--- src/rtl/scl_gen_pkg.sv ---
package scl_gen_pkg;

   typedef enum logic [1:0] {
      SEG_IDLE = 2'd0,
      SEG_LOW  = 2'd1,
      SEG_HIGH = 2'd2
   } seg_t;

   localparam int LOW_EXTRA  = 7;
   localparam int HIGH_EXTRA = 5;

endpackage

--- src/rtl/scl_tick_div.sv ---
module scl_tick_div #(
   parameter int PSC_W = 8
) (
   input  logic             clk,
   input  logic             rst_n,
   input  logic             en_i,
   input  logic             bypass_i,
   input  logic [PSC_W-1:0] presc_i,
   output logic             tick_o
);

   logic [PSC_W-1:0] pcnt_q;

   assign tick_o = en_i & (bypass_i | (pcnt_q >= presc_i));

   always_ff @(posedge clk or negedge rst_n) begin
      if (!rst_n)
         pcnt_q <= '0;
      else if (!en_i || tick_o)
         pcnt_q <= '0;
      else
         pcnt_q <= pcnt_q + PSC_W'(1);
   end

   // with a nonzero prescaler and no bypass, ticks are never back to back
   assert_tick_gap_R1: assert property (@(posedge clk) disable iff (!rst_n)
      (tick_o && presc_i != '0 && !bypass_i) |=> (!tick_o || presc_i == '0 || bypass_i));

endmodule

--- src/rtl/scl_field_sel.sv ---
module scl_field_sel
   import scl_gen_pkg::*;
#(
   parameter int FIELD_W = 8,
   parameter int CNT_W   = FIELD_W + 1
) (
   input  logic [2*FIELD_W-1:0] low_cfg_i,
   input  logic [2*FIELD_W-1:0] high_cfg_i,
   input  logic                 hs_sel_i,
   output logic [CNT_W-1:0]     low_len_o,
   output logic [CNT_W-1:0]     high_len_o
);

   logic [FIELD_W-1:0] low_fld, high_fld;

   always_comb begin
      if (hs_sel_i) begin
         low_fld  = low_cfg_i[2*FIELD_W-1:FIELD_W];
         high_fld = high_cfg_i[2*FIELD_W-1:FIELD_W];
      end else begin
         low_fld  = low_cfg_i[FIELD_W-1:0];
         high_fld = high_cfg_i[FIELD_W-1:0];
      end
      low_len_o  = CNT_W'(low_fld)  + CNT_W'(LOW_EXTRA);
      high_len_o = CNT_W'(high_fld) + CNT_W'(HIGH_EXTRA);
   end

endmodule

--- src/rtl/scl_phase_ctl.sv ---
module scl_phase_ctl #(
   parameter bit HS_SUPPORT = 1'b1
) (
   input  logic clk,
   input  logic rst_n,
   input  logic run_i,
   input  logic hs_en_i,
   input  logic hs_go_i,
   output logic phase2_o
);

   generate
      if (HS_SUPPORT) begin : g_hs
         logic phase2_q;
         always_ff @(posedge clk or negedge rst_n) begin
            if (!rst_n)
               phase2_q <= 1'b0;
            else if (!run_i || !hs_en_i)
               phase2_q <= 1'b0;
            else if (hs_go_i)
               phase2_q <= 1'b1;
         end
         assign phase2_o = phase2_q;

         // leaving run or high-speed operation drops back to phase one
         assert_phase_clear_R4: assert property (@(posedge clk) disable iff (!rst_n)
            (!run_i || !hs_en_i) |=> !phase2_o);
      end else begin : g_no_hs
         logic unused_in;
         assign unused_in = clk ^ rst_n ^ run_i ^ hs_en_i ^ hs_go_i;
         assign phase2_o  = 1'b0 & unused_in;
      end
   endgenerate

endmodule

--- src/rtl/scl_seg_fsm.sv ---
module scl_seg_fsm
   import scl_gen_pkg::*;
#(
   parameter int CNT_W = 9
) (
   input  logic             clk,
   input  logic             rst_n,
   input  logic             run_i,
   input  logic             tick_i,
   input  logic             phase2_i,
   input  logic [CNT_W-1:0] low_len_i,
   input  logic [CNT_W-1:0] high_len_i,
   output logic             busy_o,
   output logic             seg_hs_o,
   output logic             scl_o,
   output logic             change_o,
   output logic             sample_o
);

   seg_t             seg_q;
   logic [CNT_W-1:0] cnt_q;
   logic [CNT_W-1:0] lat_low_q, lat_high_q;
   logic             seg_hs_q;
   logic             fall_q;
   logic             low_done, high_done;

   assign low_done  = tick_i && (cnt_q == lat_low_q  - CNT_W'(1));
   assign high_done = tick_i && (cnt_q == lat_high_q - CNT_W'(1));

   always_ff @(posedge clk or negedge rst_n) begin
      if (!rst_n) begin
         seg_q      <= SEG_IDLE;
         cnt_q      <= '0;
         lat_low_q  <= '0;
         lat_high_q <= '0;
         seg_hs_q   <= 1'b0;
         fall_q     <= 1'b0;
      end else begin
         fall_q <= 1'b0;
         if (!run_i) begin
            seg_q    <= SEG_IDLE;
            cnt_q    <= '0;
            seg_hs_q <= 1'b0;
         end else begin
            unique case (seg_q)
               SEG_IDLE: begin
                  seg_q      <= SEG_LOW;
                  cnt_q      <= '0;
                  lat_low_q  <= low_len_i;
                  lat_high_q <= high_len_i;
                  seg_hs_q   <= phase2_i;
                  fall_q     <= 1'b1;
               end
               SEG_LOW: begin
                  if (low_done) begin
                     seg_q <= SEG_HIGH;
                     cnt_q <= '0;
                  end else if (tick_i) begin
                     cnt_q <= cnt_q + CNT_W'(1);
                  end
               end
               SEG_HIGH: begin
                  if (high_done) begin
                     seg_q      <= SEG_LOW;
                     cnt_q      <= '0;
                     lat_low_q  <= low_len_i;
                     lat_high_q <= high_len_i;
                     seg_hs_q   <= phase2_i;
                     fall_q     <= 1'b1;
                  end else if (tick_i) begin
                     cnt_q <= cnt_q + CNT_W'(1);
                  end
               end
               default: seg_q <= SEG_IDLE;
            endcase
         end
      end
   end

   assign busy_o   = (seg_q != SEG_IDLE);
   assign seg_hs_o = seg_hs_q;
   assign scl_o    = (seg_q != SEG_LOW);
   assign change_o = fall_q;
   assign sample_o = (seg_q == SEG_HIGH) && tick_i && (cnt_q == (lat_high_q >> 1));

   // the low tick count never passes the latched low length
   assert_low_bound_R2: assert property (@(posedge clk) disable iff (!rst_n)
      (seg_q == SEG_LOW) |-> (cnt_q < lat_low_q));
   // the high tick count never passes the latched high length
   assert_high_bound_R3: assert property (@(posedge clk) disable iff (!rst_n)
      (seg_q == SEG_HIGH) |-> (cnt_q < lat_high_q));
   // a stop request releases SCL on the next cycle
   assert_release_R5: assert property (@(posedge clk) disable iff (!rst_n)
      !run_i |=> scl_o);
   // every falling edge carries the change strobe
   assert_change_on_fall_R7: assert property (@(posedge clk) disable iff (!rst_n)
      $fell(scl_o) |-> change_o);
   // sampling only happens while SCL is high
   assert_sample_high_R7: assert property (@(posedge clk) disable iff (!rst_n)
      sample_o |-> scl_o);
   // latched lengths move only at the start of a low period
   assert_latch_low_R8: assert property (@(posedge clk) disable iff (!rst_n)
      !$stable(lat_low_q) |-> change_o);
   assert_latch_high_R8: assert property (@(posedge clk) disable iff (!rst_n)
      !$stable(lat_high_q) |-> change_o);

endmodule

--- src/rtl/scl_timing_gen.sv ---
module scl_timing_gen
   import scl_gen_pkg::*;
#(
   parameter int PSC_W      = 8,
   parameter int FIELD_W    = 8,
   parameter bit HS_SUPPORT = 1'b1
) (
   input  logic                 clk,
   input  logic                 rst_n,
   input  logic [PSC_W-1:0]     presc_i,
   input  logic [2*FIELD_W-1:0] low_cfg_i,
   input  logic [2*FIELD_W-1:0] high_cfg_i,
   input  logic                 hs_en_i,
   input  logic                 run_i,
   input  logic                 hs_go_i,
   output logic                 scl_o,
   output logic                 tick_o,
   output logic                 sample_o,
   output logic                 change_o
);

   localparam int CNT_W = FIELD_W + 1;

   generate
      if (PSC_W < 1) begin : g_bad_psc
         $error("scl_timing_gen: PSC_W must be at least 1");
      end
      if (FIELD_W < 3) begin : g_bad_field
         $error("scl_timing_gen: FIELD_W must be at least 3 to hold the fixed extras");
      end
   endgenerate

   logic             phase2;
   logic             busy, seg_hs;
   logic [CNT_W-1:0] low_len, high_len;

   scl_phase_ctl #(.HS_SUPPORT(HS_SUPPORT)) u_phase (
      .clk      (clk),
      .rst_n    (rst_n),
      .run_i    (run_i),
      .hs_en_i  (hs_en_i),
      .hs_go_i  (hs_go_i),
      .phase2_o (phase2)
   );

   scl_field_sel #(.FIELD_W(FIELD_W), .CNT_W(CNT_W)) u_sel (
      .low_cfg_i  (low_cfg_i),
      .high_cfg_i (high_cfg_i),
      .hs_sel_i   (phase2),
      .low_len_o  (low_len),
      .high_len_o (high_len)
   );

   scl_tick_div #(.PSC_W(PSC_W)) u_div (
      .clk      (clk),
      .rst_n    (rst_n),
      .en_i     (busy & run_i),
      .bypass_i (seg_hs),
      .presc_i  (presc_i),
      .tick_o   (tick_o)
   );

   scl_seg_fsm #(.CNT_W(CNT_W)) u_fsm (
      .clk        (clk),
      .rst_n      (rst_n),
      .run_i      (run_i),
      .tick_i     (tick_o),
      .phase2_i   (phase2),
      .low_len_i  (low_len),
      .high_len_i (high_len),
      .busy_o     (busy),
      .seg_hs_o   (seg_hs),
      .scl_o      (scl_o),
      .change_o   (change_o),
      .sample_o   (sample_o)
   );

   // in the second high-speed phase the tick fires on every running cycle
   assert_hs_every_cycle_R6: assert property (@(posedge clk) disable iff (!rst_n)
      (seg_hs && busy && run_i) |-> tick_o);

endmodule

--- config.mk ---
export PLATFORM = sky130hd
export DESIGN_NAME = scl_timing_gen
export DESIGN_NICKNAME = d
export VERILOG_FILES = /design/src/rtl/scl_gen_pkg.sv /design/src/rtl/scl_tick_div.sv /design/src/rtl/scl_field_sel.sv /design/src/rtl/scl_phase_ctl.sv /design/src/rtl/scl_seg_fsm.sv /design/src/rtl/scl_timing_gen.sv
export SDC_FILE = /design/constraint.sdc
export NUM_CORES = 1
export LEC_CHECK = 0
export ABC_AREA = 1
export BUFFER_PORTS_ARGS = -buffer_cell sky130_fd_sc_hd__buf_2
export CAP_MARGIN = 20
export CELL_PAD_IN_SITES_DETAIL_PLACEMENT = 1
export CELL_PAD_IN_SITES_GLOBAL_PLACEMENT = 1
export CORE_ASPECT_RATIO = 1.75
export CORE_MARGIN = 4
export CORE_UTILIZATION = 41
export CTS_CLUSTER_DIAMETER = 50
export DETAILED_ROUTE_END_ITERATION = 8
export PLACE_DENSITY_LB_ADDON = 0.1
export SKIP_CTS_REPAIR_TIMING = 1
export SYNTH_ARGS = -nofsm -noshare
export SYNTH_HDL_FRONTEND = slang
export SYNTH_HIERARCHICAL = 1
export SYNTH_SLANG_ARGS = --single-unit
--- constraint.sdc ---
create_clock -name clk -period 3.5 [get_ports clk]
set_clock_uncertainty 0.2 [all_clocks]
set_input_delay 0.525 -clock clk [delete_from_list [all_inputs] [get_ports clk]]
set_output_delay 0.525 -clock clk [all_outputs]
set_load 0.01 [all_outputs]
* Word level (Yosys, flattened, before mapping) *
Index checks and enable logic that the tools add are counted.

storage, ports and cells
  bits in registers = 40
  input bits = 45
  output and inout bits = 4
  word-level logic and storage cells = 69

cells by class
  add/subtract/negate cells = 6
  $lt $le $gt $ge = 1
  equality and inequality tests = 11
  multiplexer cells = 24
  bitwise operators = 3
  reductions and logical operators = 16

operator list
  operator                                           number
  two-way mux 9 bit                                  6
  case mux 9 bit (2 select lines)                    2
  case mux 9 bit (3 select lines)                    1
  two-way mux 8 bit                                  3
  adder 8 x 3 -> 9 bit (second input constant)       2
  == test 9 bit                                      2
  subtractor 9 x 1 -> 9 bit (second input constant)  2
  adder 9 x 1 -> 9 bit (second input constant)       1
  == test 9 x 8 -> 1 bit                             1
  adder 8 x 1 -> 8 bit (second input constant)       1
  >= comparator 8 bit                                1
  two-way mux 1 bit                                  6
  two-way mux 2 bit                                  3
  != test 3 x 2 -> 1 bit (second input constant)     2
  case mux 2 bit (3 select lines)                    1
  nonzero test 2 bit                                 3
  logical AND 1 bit                                  4
  != test 2 x 1 -> 1 bit (second input constant)     2
  != test 4 x 1 -> 1 bit (second input constant)     1
  case mux 1 bit (2 select lines)                    2
  AND reduction 2 bit                                2
  logical NOT 1 bit                                  3
  != test 3 x 1 -> 1 bit (second input constant)     1
  AND reduction 3 bit                                1
  6 further kinds                                    8

* Logic depth before layout (Yosys ltp) *
Gate-level depths: netlist (run 1).

  word-level depth = 7
  gate-level depth with buffers = 21
  mapped depth without buffers = 19

* Cells and area by module *
Netlist (run 1), hierarchy kept.

by module, submodules not included
  module          instances  cells each  area each (sq um)  seq. area each (sq um)
  scl_seg_fsm     1          368         2409.8             775.7
  scl_field_sel   1          119         576.8              0.0
  scl_tick_div    1          70          575.6              200.2
  scl_phase_ctl   1          4           36.3               25.0
  scl_timing_gen  1          2           7.5                0.0

* Worst setup path before layout (run 1) *
OpenSTA, ideal clock, no wires.

  kind = input to output
  start = in presc_i[0]
  end = out sample_o
  data arrival time = 2079 ps
  required time = 2775 ps
  path slack = 696 ps
  stages on the path = 12
  path buffers = 1
  cells stage by stage = ha_1 inv_1 nand2_1 nand2_1 nand2_1 nand2_1 nand2_1 nand2_1 a21boi_1 buf_2 nand3_1 nor4_1

between the ends
  longest elaborated chain between the ends = 5

ends and longest elaborated chain
  item                            line                  source
  start, declared                 scl_timing_gen.sv:10  input logic [PSC_W-1:0] presc_i,
  >= comparator 8 bit             scl_tick_div.sv:14    assign tick_o = en_i & (bypass_i | (pcnt_q >= presc_i));
  bitwise OR 1 bit                scl_tick_div.sv:14
  bitwise AND 1 bit               scl_tick_div.sv:14
  via tick_o                      scl_timing_gen.sv:17  output logic tick_o,
  logical AND 1 bit (2 in a row)  scl_seg_fsm.sv:84     assign sample_o = (seg_q == SEG_HIGH) && tick_i && (cnt_q == (lat_high_q >> 1));
  end, declared                   scl_timing_gen.sv:18  output logic sample_o,

The timed path passes the listed nets, and every way through them passes these cells.

* Worst setup path in the final report (run 1) *
  start = reg u_div.pcnt_q[0]
  end = out sample_o

between the ends
  longest elaborated chain between the ends = 5

ends and longest elaborated chain
  item                            line                source
  start, declared                 scl_tick_div.sv:12  logic [PSC_W-1:0] pcnt_q;
  start signal, assigned          scl_tick_div.sv:22  pcnt_q <= pcnt_q + PSC_W'(1);
  >= comparator 8 bit             scl_tick_div.sv:14
  bitwise OR 1 bit                scl_tick_div.sv:14
  bitwise AND 1 bit               scl_tick_div.sv:14
  logical AND 1 bit (2 in a row)  scl_seg_fsm.sv:84

Every way passes these cells.

==> summary.txt, run 1 <==
Global route
  • Vias in the first global route: between 3,000 and 4,000
  • Initial antenna violation count: 0
  • First-pass GRT wire length: about 17,000 um
  • Gr usage total: around a fifth
  • Grt ovf: 0
  • Pin count of the biggest net entering global routing: 41

STA
  • Setup violators final: 0
  • Final Hold Viols: 0
  • Fin crit share: between 90% and 100%
  • Slew HR: a little under 40%
  • Final count of pins violating max slew: 0
  • Worst-margin pin slew: between 0.9 and 1 ns
  • Fin crit period: approximately 3.2 ns
  • RSZ-0062 raised after global routing: no
  • Peak Freq: 0.3149 GHz
  • Setup TNS Final: 0 ns

Floorplanning
  • FP Rows: 45
  • Core ar.: 8615 um2
  • Initial Util: a little over two fifths
  • Die Height: between 100 and 150 um
  • Total die area: roughly 10,000 um2
  • I/O pin cnt: ~50
  • Die Width: 78.89 um

Drt
  • Highest Signal Layer: met4
  • Met2 WL post-DR: between 5000 and 6000 um
  • Routed Antenna Nets: 0
  • Wirelength per Cell: ~14 um
  • Vias/cell: roughly 5
  • Drt pass-1 iters: 4
  • Initial DRC Count: 100
  • M1 wire length: 3477 um
  • DRC Markers: 0
  • Total Routed Length: slightly above 10,000 um
  • DR WL met3: about 280 um
  • DR vias: 3,608

Synthesis
  • Number of synthesized flops with an enable pin: 0
  • Synth area leader: dfrtp_1
  • Mapped Cells: around 560
  • Yosys warns: 6
  • Syn Nets: between 600 and 700
  • Sequential fraction of the synthesis area: 27.76%
  • Ys flop type: dfrtp_1
  • Unique masters post-synth: 38
  • Mapped Area: around 3600 um2
  • Flops & latches, synth: 40
  • Largest cells by area after synthesis: dfrtp_1 28%, nand2_1 24%, inv_1 6.5%, ha_1 5.9%, nand3_1 5.8%
  • Async SR Flop Fraction: 100.0%
  • Avg Inst Size Synth: roughly 6.4 um2
  • Area share of the largest cell type after synthesis: between 20 and 30%

Pwr
  • Peak supply drop: 0.2667 mV
  • Final Total Pwr: about 2.6 mW
  • Pleak: around 2.3 nW
  • Pwr/cell area: between 600 and 700 nW/um2

Cells and area
  • Layout area overhead: 13.60%
  • Most frequent cells in the layout: 232 x nand2_1, 62 x inv_1, 48 x buf_2
  • Share of cells above drive strength 1: approximately 16%
  • FILL cells: between 1,000 and 1,500
  • Most common cell after layout, fill and taps aside: nand2_1
  • Ant diodes: 0
  • Fin nets: approximately 660

CTS
  • Total CTS buffers: 5
  • Clk sink count: 40
  • Clock Latency Late Sink: 0.29 ns
  • H-tree depth: 2
  • CTS tree: yes
  • Root buf cell: clkbuf_16
  • Clock transition at the registers of the reported paths: around 0.060 ns
  • Max clock buf depth: 2

Worst setup path
  • Kind of critical path: reg -> out
  • Crit path required time: around 2.8 ns
  • CP Max Fanout: 5
  • Setup crit end kind: output port
  • CP arrival: 2.45 ns
  • Worst Setup Start Kind: register

Placed design
  • Port Buf Inserts: between 40 and 50
  • Post-DP HPWL: ~8500 um
  • Gpl congestion: between 0.8 and 0.9

Status
  • Outcome: finished, final reports clean

Job
  • Max-Cap Viols: 0

Worst hold path
  • Worst Hold Class: in -> async
[synthesized netlist by cell type, types with 2 or more instances]
cell / count
nand2_1: 232
inv_1: 62
nand3_1: 42
nor2_1: 42
dfrtp_1: 40
nand4_1: 21
ha_1: 17
xor2_1: 17
xnor2_1: 11
inv_2: 9
buf_2: 8
nand2_2: 6
o21ai_0: 6
nor2_2: 5
a21oi_1: 4
clkbuf_1: 4
nand3_2: 4
buf_4: 3
buf_6: 3
nand3b_1: 3
buf_8: 2
nand2_4: 2
nor3_2: 2
nor4_1: 2
o22ai_1: 2
or2_2: 2
[stage by stage]
stage	std cells	hold slack (ns)	util [%]	setup WS [ns]	cell area (um2)
global placement	711	0.2777	45.01	0.2585	3877
finish	719	0.1633	47.55	0.3245	4096
global route	719	0.2540	47.55	0.1033	4096
floorplan	563	0.02941	-	0.6956	3606
detailed placement	711	0.2852	45.01	0.1962	3877
CTS	719	0.2070	47.51	0.2072	4093
[path summary, 6_finish.rpt]
| kind | startpoint | end | slack [ns] | cells past startpoint |
|---|---|---|---|---|
| max in group asynchronous | rst_n | u_fsm/lat_high_q[7] | 2.37 | 1 |
| setup reg to reg | u_div/pcnt_q[0] | u_fsm/lat_low_q[1] | 0.51 | 19 |
| setup / recovery | u_div/pcnt_q[0] | sample_o | 0.32 | 13 |
| hold reg to reg | u_fsm/lat_low_q[8] | u_fsm/lat_low_q[8] | 0.29 | 2 |
| min in group clk | hs_go_i | u_phase/phase2_o | 0.27 | 3 |
| hold / removal | rst_n | u_div/pcnt_q[7] | 0.16 | 1 |
[critical path, cell delays in order (launching register included)]
cell	delay [ns]
dfrtp_1	0.41
inv_1	0.07
ha_1	0.27
inv_1	0.04
nand2_1	0.05
nand2_1	0.05
nand2_1	0.05
nand2_1	0.05
nand2_1	0.05
nand2_1	0.09
a21boi_2	0.26
nand3_1	0.11
nor4_1	0.45
buf_2	0.22
[power by group]
part | switching (mW) | internal, mW | total [mW] | leakage [nW]
Clock | 0.194 | 0.481 | 0.675 | 0.104
Sequential | 0.164 | 0.579 | 0.743 | 0.529
Combinational | 0.806 | 0.410 | 1.22 | 1.70
[metal layers]
metal / up-vias / GRT usage (%)
met4: 0 / 12.52
met5: - / 0
met1: 1684 / 18.97
li1: 1822 / -
met3: 30 / 2.326
met2: 72 / 42.24
[final cells by class]
class	instances	area, um2	share of cell area [%]
Tap cell	117	146.4	3.574
Timing Repair Buffer	52	270.3	6.597
Multi-Input combinational cell	430	2186	53.36
Sequential cell	40	1001	24.43
Clock inverter	3	90.09	2.199
Clock buffer	5	125.1	3.054
Inverter	72	277.8	6.781
[cells by family (layout without fill, tap and decap cells)]
group	Yosys count	after routing	synth area share [%]
multiplexers	1	1	0.3123
XOR/XNOR	28	28	6.801
AO/OA/AOI/OAI	16	16	2.568
adder cells (fa/ha/maj)	17	17	5.899
flip-flops	40	40	27.76
buffers and inverters	93	132	11.73
AND/OR/NAND/NOR	368	368	44.93
[sequential cells by signal (all words and copies together) (netlist names)]
register,flops
u_div/pcnt_q,8
u_phase/phase2_o,1
u_fsm/change_o,1
u_fsm/seg_q,2
u_fsm/seg_hs_o,1
u_fsm/lat_low_q,9
u_fsm/cnt_q,9
u_fsm/lat_high_q,9
Power figures use the tool's default switching activity.
==> run 2: changes to the inputs <==
--- a/config.mk
+++ b/config.mk
@@ -5,14 +5,13 @@
 export SDC_FILE = /design/constraint.sdc
 export NUM_CORES = 1
 export LEC_CHECK = 0
-export ABC_AREA = 1
 export BUFFER_PORTS_ARGS = -buffer_cell sky130_fd_sc_hd__buf_2
 export CAP_MARGIN = 20
 export CELL_PAD_IN_SITES_DETAIL_PLACEMENT = 1
 export CELL_PAD_IN_SITES_GLOBAL_PLACEMENT = 1
 export CORE_ASPECT_RATIO = 1.75
 export CORE_MARGIN = 4
-export CORE_UTILIZATION = 41
+export CORE_UTILIZATION = 45
 export CTS_CLUSTER_DIAMETER = 50
 export DETAILED_ROUTE_END_ITERATION = 8
 export PLACE_DENSITY_LB_ADDON = 0.1
==> summary.txt, run 2 <==
Status
  • Outcome: finished with violations
  • Failing checks: setup timing

Cells and area
  • Regs by FF count: u_fsm/cnt_q x9, u_fsm/lat_high_q x9, u_fsm/lat_low_q x9
  • Most frequent cells in the layout: 48 x buf_2, 39 x dfrtp_1, 29 x xnor2_1
  • Most common cell after layout, fill and taps aside: buf_2
  • Share of cells above drive strength 1: 28.99%
  • Fin util: 54.21%
  • Ant diodes: 0
  • Layout area overhead: 17.51%
  • Fin nets: approximately 470

STA
  • RSZ-0062 raised after global routing: yes
  • Fin crit period: 3.506 ns
  • Worst-margin pin slew: 0.9087 ns
  • Final count of pins violating max slew: 0
  • Fin crit share: 100.2%
  • Peak Freq: roughly 0.29 GHz
  • Fin worst setup slack: -0.005516 ns
  • Slew HR: roughly 39%
  • Final Hold Viols: 0
  • Setup violators final: 1

Pwr
  • Clock power share: slightly above 20%
  • Pleak: approximately 1.8 nW
  • Final Total Pwr: 2.264 mW
  • Internal: about 1.4 mW
  • Combinational power share: between 40% and 50%
  • Peak supply drop: 0.2615 mV
  • Psw: roughly 0.9 mW
  • Sw Share: roughly two fifths
  • Sequential Power Share: roughly a third
  • Pwr/cell area: between 500 and 600 nW/um2

Job
  • Max-Cap Viols: 0

Synthesis
  • Unique masters post-synth: just under 60
  • Mapped Cells: ~350
  • Number of synthesized flops with an enable pin: 0
  • Avg Inst Size Synth: 9.426 um2
  • Sequential fraction of the synthesis area: ~30%
  • Count leader, synth: dfrtp_1
  • Area share of the largest cell type after synthesis: between 20% and 30%
  • Post-synth top cells: 40 x dfrtp_1, 29 x xnor2_1, 23 x inv_1, 21 x mux2_2, 21 x xor2_1
  • Flops & latches, synth: 40
  • Largest cells by area after synthesis: dfrtp_1 30%, xnor2_1 7.6%, mux2_2 7.1%, ha_1 6.4%, xor2_1 5.5%
  • Async SR Flop Fraction: 100.0%
  • Synth area leader: dfrtp_1
  • Ys flop type: dfrtp_1
  • Syn Nets: 416
  • Yosys warns: 6
  • Mapped Area: ~3300 um2

Global route
  • Gr usage total: about a fifth
  • Initial antenna violation count: 0
  • Pin count of the biggest net entering global routing: 41
  • Grt ovf: 0
  • Vias in the first global route: roughly 3,000
  • First-pass GRT wire length: between 10,000 and 15,000 um

Drt
  • Vias/cell: 5.643
  • Total Routed Length: 8557 um
  • DR vias: 2,782
  • Initial DRC Count: roughly 80
  • Routed Antenna Nets: 0
  • Wirelength per Cell: approximately 17 um
  • Drt pass-1 iters: 4
  • DRC Markers: 0

Floorplanning
  • Die Height: 121.9 um
  • FP Rows: slightly above 40
  • I/O pin cnt: a little under 50
  • Initial Util: 46.13%
  • Core ar.: slightly above 7000 um2
  • Total die area: roughly 9000 um2
  • Die Width: 73.10 um

Worst setup path
  • R2r startpoint: u_div/pcnt_q[2]
  • Crit path required time: roughly 2.8 ns
  • CP arrival: ~2.8 ns
  • Setup crit end kind: output port
  • Worst Setup Start Kind: register
  • CP Max Fanout: 5
  • Kind of critical path: reg -> out
  • Crit path from: u_div/pcnt_q[2]

Placed design
  • Post-DP HPWL: 6787 um
  • Gpl congestion: 0.8693
  • Port Buf Inserts: 48

Worst hold path
  • Worst Hold Class: in -> async

CTS
  • Clock Latency Late Sink: approximately 0.28 ns
  • Clk sink count: 40
  • H-tree depth: 2
  • Clock transition at the registers of the reported paths: approximately 0.060 ns
  • Max clock buf depth: 2
  • Total CTS buffers: 5
  • Root buf cell: clkbuf_16
  • CTS tree: yes
run 2: power groups by stage:
stage	clock, mW	sequential, mW	combinational [mW]
floorplan	0	0.710	0.757
global placement	0	0.764	0.989
detailed placement	0	0.772	1.03
CTS	0.472	0.766	1.03
global route	0.489	0.785	1.16
finish	0.458	0.764	1.04
run 2: kinds of logic after synthesis:
logic type,synth area share (%)
buf+inv,5.549
flops,30.00
xor+xnor,13.12
mux,11.59
simple gates,19.38
compound gates,13.99
fa+ha+maj,6.374
run 2: layout make-up:
class	count	area, um2
clock buffers	6	138.9
clock inverters	2	10.01
fillers	856	3312
inverters	23	86.33
multi-input cells	274	2218
flip-flops and latches	40	1002
well taps	86	107.6
repair buffers	62	357.8
run 2: critical path: stages (launching register included):
cell and delay, ns:
dfrtp_2 0.42, ha_1 0.28, or3_1 0.13, a21oi_2 0.07
or3_4 0.34, a21oi_2 0.14, buf_4 0.14, nand2_2 0.04
or4_4 0.43, nor4_4 0.31, buf_2 0.18
run 2: worst paths after layout:
kind | end | slack [ns] | cells past startpoint
worst max-delay path | sample_o | -0.006 | 10
worst min register to register | u_fsm/lat_low_q[8] | 0.33 | 1
worst min-delay path | u_fsm/cnt_q[2] | 0.16 | 1
max in group asynchronous | u_div/pcnt_q[2] | 2.32 | 1
worst max register to register | u_fsm/seg_hs_o | 0.23 | 14
min in group clk | u_phase/phase2_o | 0.27 | 2
run 2: per-stage QoR:
step	setup TNS, ns	setup slack [ns]	hold slack (ns)	instance area [um2]	instances
global route	-0.1345	-0.1166	0.2402	3921	493
finish	-0.005516	-0.005516	0.1637	3921	493
CTS	-0.1433	-0.1433	0.1980	3807	487
detailed placement	-0.01770	-0.01770	0.3156	3659	479
global placement	0	0.06298	0.3114	3659	479
floorplan	0	0.001498	0.02941	3337	354
run 2: metal layers:
layer,vias up,share of wire [%],wire length (um),track usage [%]
met5,-,0,0,0
met3,11,3.2,274,2.973
met1,1373,33,2808,18.60
met4,0,2.0,169,6.813
met2,48,62,5304,41.93
li1,1350,-,-,-
